==> config.mk <==
export PLATFORM = sky130hd
export DESIGN_NAME = sensor_frame_tx
export DESIGN_NICKNAME = d
export VERILOG_FILES = /design/src/rtl/sfx_pkg.sv /design/src/rtl/sfx_period_timer.sv /design/src/rtl/sfx_half_timer.sv /design/src/rtl/sfx_frame_reg.sv /design/src/rtl/sensor_frame_tx.sv
export SDC_FILE = /design/constraint.sdc
export NUM_CORES = 1
export LEC_CHECK = 0
export ABC_AREA = 1
export BUFFER_PORTS_ARGS = -buffer_cell sky130_fd_sc_hd__clkbuf_2
export CORE_MARGIN = 3
export CORE_UTILIZATION = 54
export CTS_CLUSTER_DIAMETER = 60
export CTS_CLUSTER_SIZE = 20
export DETAILED_ROUTE_END_ITERATION = 12
export PLACE_DENSITY = 0.74
export SETUP_SLACK_MARGIN = 0.4
export SLEW_MARGIN = 20
export SYNTH_ARGS = -nofsm -noshare
export SYNTH_HDL_FRONTEND = slang
export SYNTH_SLANG_ARGS = --single-unit
==> constraint.sdc <==
create_clock -name clk -period 1.65 [get_ports clk]
set_input_delay 0.495 -clock clk [delete_from_list [all_inputs] [get_ports clk]]
set_output_delay 0.495 -clock clk [all_outputs]
set_load 0.005 [all_outputs]
==> src/rtl/sfx_pkg.sv <==
package sfx_pkg;

    // Controller states
    typedef enum logic [1:0] {
        ST_OFF   = 2'd0,
        ST_HALF1 = 2'd1,
        ST_HALF2 = 2'd2,
        ST_GAP   = 2'd3
    } tx_state_t;

    // Number of leading logic-0 cells in a frame
    localparam int PRE_CELLS = 2;

    // Total cells: start cells, data cells, one parity cell
    function automatic int frame_cells(input int data_w);
        return PRE_CELLS + data_w + 1;
    endfunction

endpackage

==> src/rtl/sfx_period_timer.sv <==
module sfx_period_timer #(
    parameter int PERIOD_CLKS = 3648
) (
    input  logic clk,
    input  logic rst_n,
    input  logic run,
    output logic at_zero
);
    localparam int CW = (PERIOD_CLKS > 1) ? $clog2(PERIOD_CLKS) : 1;

    logic [CW-1:0] cnt_q;

    // Held at zero while stopped, so a restart begins a fresh period
    always_ff @(posedge clk or negedge rst_n) begin
        if (!rst_n) begin
            cnt_q <= '0;
        end else if (!run) begin
            cnt_q <= '0;
        end else if (cnt_q == CW'(PERIOD_CLKS - 1)) begin
            cnt_q <= '0;
        end else begin
            cnt_q <= cnt_q + 1'b1;
        end
    end

    assign at_zero = (cnt_q == '0);

endmodule

==> src/rtl/sfx_half_timer.sv <==
module sfx_half_timer #(
    parameter int HALF_CLKS = 64
) (
    input  logic clk,
    input  logic rst_n,
    input  logic active,
    output logic last
);
    localparam int CW = (HALF_CLKS > 1) ? $clog2(HALF_CLKS) : 1;

    logic [CW-1:0] cnt_q;

    always_ff @(posedge clk or negedge rst_n) begin
        if (!rst_n) begin
            cnt_q <= '0;
        end else if (!active) begin
            cnt_q <= '0;
        end else if (cnt_q == CW'(HALF_CLKS - 1)) begin
            cnt_q <= '0;
        end else begin
            cnt_q <= cnt_q + 1'b1;
        end
    end

    assign last = active && (cnt_q == CW'(HALF_CLKS - 1));

endmodule

==> src/rtl/sfx_frame_reg.sv <==
module sfx_frame_reg #(
    parameter int DATA_W = 10,
    localparam int FRAME_W = sfx_pkg::frame_cells(DATA_W)
) (
    input  logic               clk,
    input  logic               rst_n,
    input  logic               load,
    input  logic               shift,
    input  logic [DATA_W-1:0]  word,
    output logic               cur_bit,
    output logic               last_cell,
    output logic [FRAME_W-1:0] frame_q
);
    localparam int PRE = sfx_pkg::PRE_CELLS;
    localparam int IW  = $clog2(FRAME_W);

    logic [FRAME_W-1:0] frame_d;
    logic [IW-1:0]      idx_q;

    // Assemble the cell sequence, cell 0 in bit 0
    for (genvar g = 0; g < FRAME_W; g++) begin : g_cell
        if (g < PRE) begin : g_pre
            assign frame_d[g] = 1'b0;
        end else if (g < PRE + DATA_W) begin : g_dat
            assign frame_d[g] = word[g - PRE];
        end else begin : g_par
            assign frame_d[g] = ^word;
        end
    end

    always_ff @(posedge clk or negedge rst_n) begin
        if (!rst_n) begin
            frame_q <= '0;
            idx_q   <= '0;
        end else if (load) begin
            frame_q <= frame_d;
            idx_q   <= '0;
        end else if (shift) begin
            frame_q <= frame_q >> 1;
            idx_q   <= idx_q + 1'b1;
        end
    end

    assign cur_bit   = frame_q[0];
    assign last_cell = (idx_q == IW'(FRAME_W - 1));

endmodule

==> src/rtl/sensor_frame_tx.sv <==
module sensor_frame_tx #(
    parameter int DATA_W      = 10,
    parameter int HALF_CLKS   = 64,
    parameter int PERIOD_CLKS = 3648
) (
    input  logic              clk,
    input  logic              rst_n,
    input  logic              en,
    input  logic [DATA_W-1:0] sample_data,
    input  logic              sample_valid,
    output logic              mod_out,
    output logic              busy
);
    import sfx_pkg::*;

    localparam int FRAME_W = frame_cells(DATA_W);

    tx_state_t          state, state_d;
    logic               period_zero;
    logic               half_last;
    logic               cell_last;
    logic               cur_bit;
    logic               start;
    logic               shift;
    logic               in_cell;
    logic [DATA_W-1:0]  held_q;
    logic [DATA_W-1:0]  load_word;
    logic [FRAME_W-1:0] frame_q;

    // Sample holding register
    always_ff @(posedge clk or negedge rst_n) begin
        if (!rst_n) begin
            held_q <= '0;
        end else if (sample_valid) begin
            held_q <= sample_data;
        end
    end

    assign load_word = sample_valid ? sample_data : held_q;

    assign in_cell = en && (state == ST_HALF1 || state == ST_HALF2);
    assign start   = en && period_zero && (state == ST_OFF || state == ST_GAP);
    assign shift   = en && (state == ST_HALF2) && half_last;

    sfx_period_timer #(.PERIOD_CLKS(PERIOD_CLKS)) period_i (
        .clk     (clk),
        .rst_n   (rst_n),
        .run     (en),
        .at_zero (period_zero)
    );

    sfx_half_timer #(.HALF_CLKS(HALF_CLKS)) half_i (
        .clk    (clk),
        .rst_n  (rst_n),
        .active (in_cell),
        .last   (half_last)
    );

    sfx_frame_reg #(.DATA_W(DATA_W)) frame_i (
        .clk       (clk),
        .rst_n     (rst_n),
        .load      (start),
        .shift     (shift),
        .word      (load_word),
        .cur_bit   (cur_bit),
        .last_cell (cell_last),
        .frame_q   (frame_q)
    );

    // State register
    always_ff @(posedge clk or negedge rst_n) begin
        if (!rst_n) begin
            state <= ST_OFF;
        end else begin
            state <= state_d;
        end
    end

    // Transitions
    always_comb begin
        state_d = state;
        if (!en) begin
            state_d = ST_OFF;
        end else begin
            unique case (state)
                ST_OFF, ST_GAP: begin
                    if (period_zero) state_d = ST_HALF1;
                end
                ST_HALF1: begin
                    if (half_last) state_d = ST_HALF2;
                end
                ST_HALF2: begin
                    if (half_last) state_d = cell_last ? ST_GAP : ST_HALF1;
                end
                default: state_d = ST_OFF;
            endcase
        end
    end

    // Outputs
    always_comb begin
        mod_out = 1'b0;
        busy    = 1'b0;
        if (en) begin
            unique case (state)
                ST_HALF1: begin
                    mod_out = cur_bit;
                    busy    = 1'b1;
                end
                ST_HALF2: begin
                    mod_out = ~cur_bit;
                    busy    = 1'b1;
                end
                default: begin
                    mod_out = 1'b0;
                    busy    = 1'b0;
                end
            endcase
        end
    end

endmodule

==> results.json <==
{
  "outcome": "complete, but fails checks",
  "violations": "negative setup slack",
  "antenna_cells": 0,
  "grt_max_degree": 48,
  "htreeDepth": 2,
  "syn_nets": 346,
  "worstPathMaxFanout": 3,
  "finalSetupViolCount": 15,
  "die_area_um2": 5770,
  "ir_worst_vdd_v": 0.000648,
  "synthArstFlopShare_pct": 100,
  "nFillCells": 261,
  "fmax_ghz": 0.553,
  "grt_pass1_wl_mm": 9.45,
  "slew_viol_final": 0,
  "yosys-top-cells-area": "dfrtp_1 (44%), nand2_1 (16%), inv_1 (5.0%)",
  "ys_seq_elements": 47,
  "finClkSkew_ps": 6.27,
  "ios": 16,
  "clk_pin_slew_ps": 90,
  "finalHoldViolCount": 0,
  "drtIter0Drc": 141,
  "cts_made_buffers": 5,
  "grt_use_total_pct": 19.9,
  "critPathRequiredTime_ps": 1150,
  "port_buffers": 15,
  "core-area_um2": 4530,
  "first_pass_iters": 4,
  "end_kind": "output pin",
  "rr_worst_depth": 10,
  "cts_tree": "built",
  "wire_per_inst_um": 14.4,
  "ant_nets": 0,
  "power_density_nw_per_um2": 1020,
  "layout_min_cycle_time_ps": 1810,
  "regToRegStartpoint": "half_i.cnt_q[0]",
  "std_cell_rows": 24,
  "timing_worst_slew_pin_value_ps": 327,
  "critPathLaunchType": "flip-flop",
  "place_hpwl_mm": 3.60,
  "root_buffer": "clkbuf_8",
  "synth_edf_count": 0,
  "drive_gt1_share_pct": 43.2,
  "fin_nets": 408,
  "viasPerCell": 5.12,
  "regToRegEndpoint": "frame_i.frame_q[10]",
  "critPathKind": "reg2out",
  "seq_area_um2": 1180,
  "multi_input_area_um2": 1580,
  "die_w_um": 76.0,
  "yosys.area.top_type_share_pct": 44.5,
  "clkLatencyLatePin_ps": 300,
  "synth_area_per_cell_um2": 8.16,
  "grt_pass1_vias": 2190,
  "cts_buffer_depth": 2,
  "seq_area_frac_synth_pct": 44.5,
  "yosys_warnings": 0,
  "worstPathArrival_ps": 1310,
  "yosysTopAreaCell": "dfrtp_1",
  "rrSetupSlack_ps": -70,
  "rsz0062_at_grt": "yes",
  "post-route-period-util_pct": 110,
  "hold_path.class": "in2async",
  "clock_sinks": 47,
  "utilization_pct": 81.2,
  "drc": 0,
  "max_cap_viol_count": 0,
  "place_inst": 417,
  "synthCells": 324,
  "fin_cells": 452,
  "syn_to_final_growth_pct": 39.3,
  "yosysUniqueCellTypes": 34,
  "layout_setup_ws_ps": -158,
  "grt_antenna_before_repair": 0,
  "fp.dieH_um": 76.0,
  "slew_headroom_pct": 78.0,
  "mappedNetlistArea_um2": 2640,
  "grt_overflow_total": 0,
  "synth_ff_type": "dfrtp_1",
  "p_leak_uw": 0.00192,
  "total_power_uw": 3760,
  "finalWirelength_mm": 6.52,
  "num_vias": 2315,
  "routabilityCongestion": 0.860,
  "initial_core_util_pct": 58.3
}
[worst max-delay path: stages, from the launching register on]
cell      delay, ps
dfrtp_2         460
inv_2           100
ha_4            140
nor2_2           40
a211oi_2        140
buf_2           140
[flip-flops by register name (all words and copies together) (netlist names)]
signal	flops
period_i.cnt_q	12
frame_i.frame_q	13
state	2
half_i.cnt_q	6
frame_i.idx_q	4
held_q	10
[stage by stage]
stage | setup TNS, ps | hold WS (ps) | setup WS (ps) | instance area, µm²
after detailed placement | -60.2 | 457 | -60.2 | 2940
after floorplan | 0 | 199 | 117 | 2670
after global placement | 0 | 446 | 7.50 | 2940
after global routing | -2230 | 162 | -215 | 3680
after CTS | -238 | 174 | -153 | 3350
final | -684 | 153 | -158 | 3680
[metal layers]
| metal | track usage (%) | routed length (µm) | up-vias |
|---|---|---|---|
| met5 | 0 | 0 | - |
| met1 | 24.1 | 2670 | 1102 |
| met3 | 4.02 | 213 | 26 |
| li1 | - | - | 1132 |
| met4 | 7.61 | 216 | 0 |
| met2 | 35.1 | 3410 | 55 |
[synthesized netlist by cell type, types with 5 or more instances]
cell type / number
ha_1: 8
dfrtp_1: 47
a21oi_1: 5
nand2_1: 116
nand3_2: 10
nor2_1: 24
inv_2: 5
nand3_1: 12
xor2_1: 9
inv_1: 35
o21ai_0: 8
nand2_2: 11
[where the power goes]
part           leakage [µW]  switching [µW]  internal, µW  total, µW
logic               0.00125             675           585       1260
registers          0.000611             173          1330       1500
clock network     0.0000654             387           605        993
total               0.00192            1240          2520       3760
[cell type report]
| type | instances | share of cell area (%) |
|---|---|---|
| Timing Repair inverter | 1 | 0.306 |
| Sequential cell | 47 | 32.1 |
| Timing Repair Buffer | 60 | 13.8 |
| Inverter | 43 | 5.13 |
| Clock inverter | 2 | 1.63 |
| Multi-Input combinational cell | 228 | 42.8 |
| Tap cell | 65 | 2.21 |
| Clock buffer | 6 | 1.97 |
[cell usage in the layout, fill, tap and decap left out, types with 3 or more instances in the layout]
master    instances
nor2_1           11
ha_1              3
a21oi_2           3
nand2_1         102
buf_6            17
nand4_1           3
nor2_4            6
nand3_2          12
nand2_2          12
dfrtp_1          42
nor2_2            9
nand2_4          14
inv_1            28
clkbuf_2         13
o21ai_2           3
xor2_1            8
o21ai_1           3
clkbuf_8          5
ha_4              4
inv_4             4
dfrtp_2           5
nand3_1           9
xnor2_1           3
inv_2             9
buf_4            25
[worst max path at each step]
stage,from,endpoint
floorplan,half_i.cnt_q[0],frame_i.frame_q[6]
global placement,sample_valid,frame_i.frame_q[12]
detailed placement,sample_valid,frame_i.frame_q[12]
CTS,state[0],mod_out
global route,state[1],mod_out
finish,state[1],mod_out
[what timing repair did]
action | in CTS | in global routing
cloned | 1 | 1
endpoints found under the setup margin | 32 | 38
hold buffers | 0 | 0
pin swaps | 15 | 21
resized for setup | 49 | 65
setup buffers | 14 | 11
[cell families after synthesis]
group | after synthesis | synth area share [%]
buffers and inverters | 49 | 8.33
adder cells (fa/ha/maj) | 8 | 3.79
XOR/XNOR | 12 | 3.98
flip-flops | 47 | 44.5
AO/OA/AOI/OAI | 18 | 4.50
AND/OR/NAND/NOR | 190 | 34.9
Power figures use the tool's default switching activity.
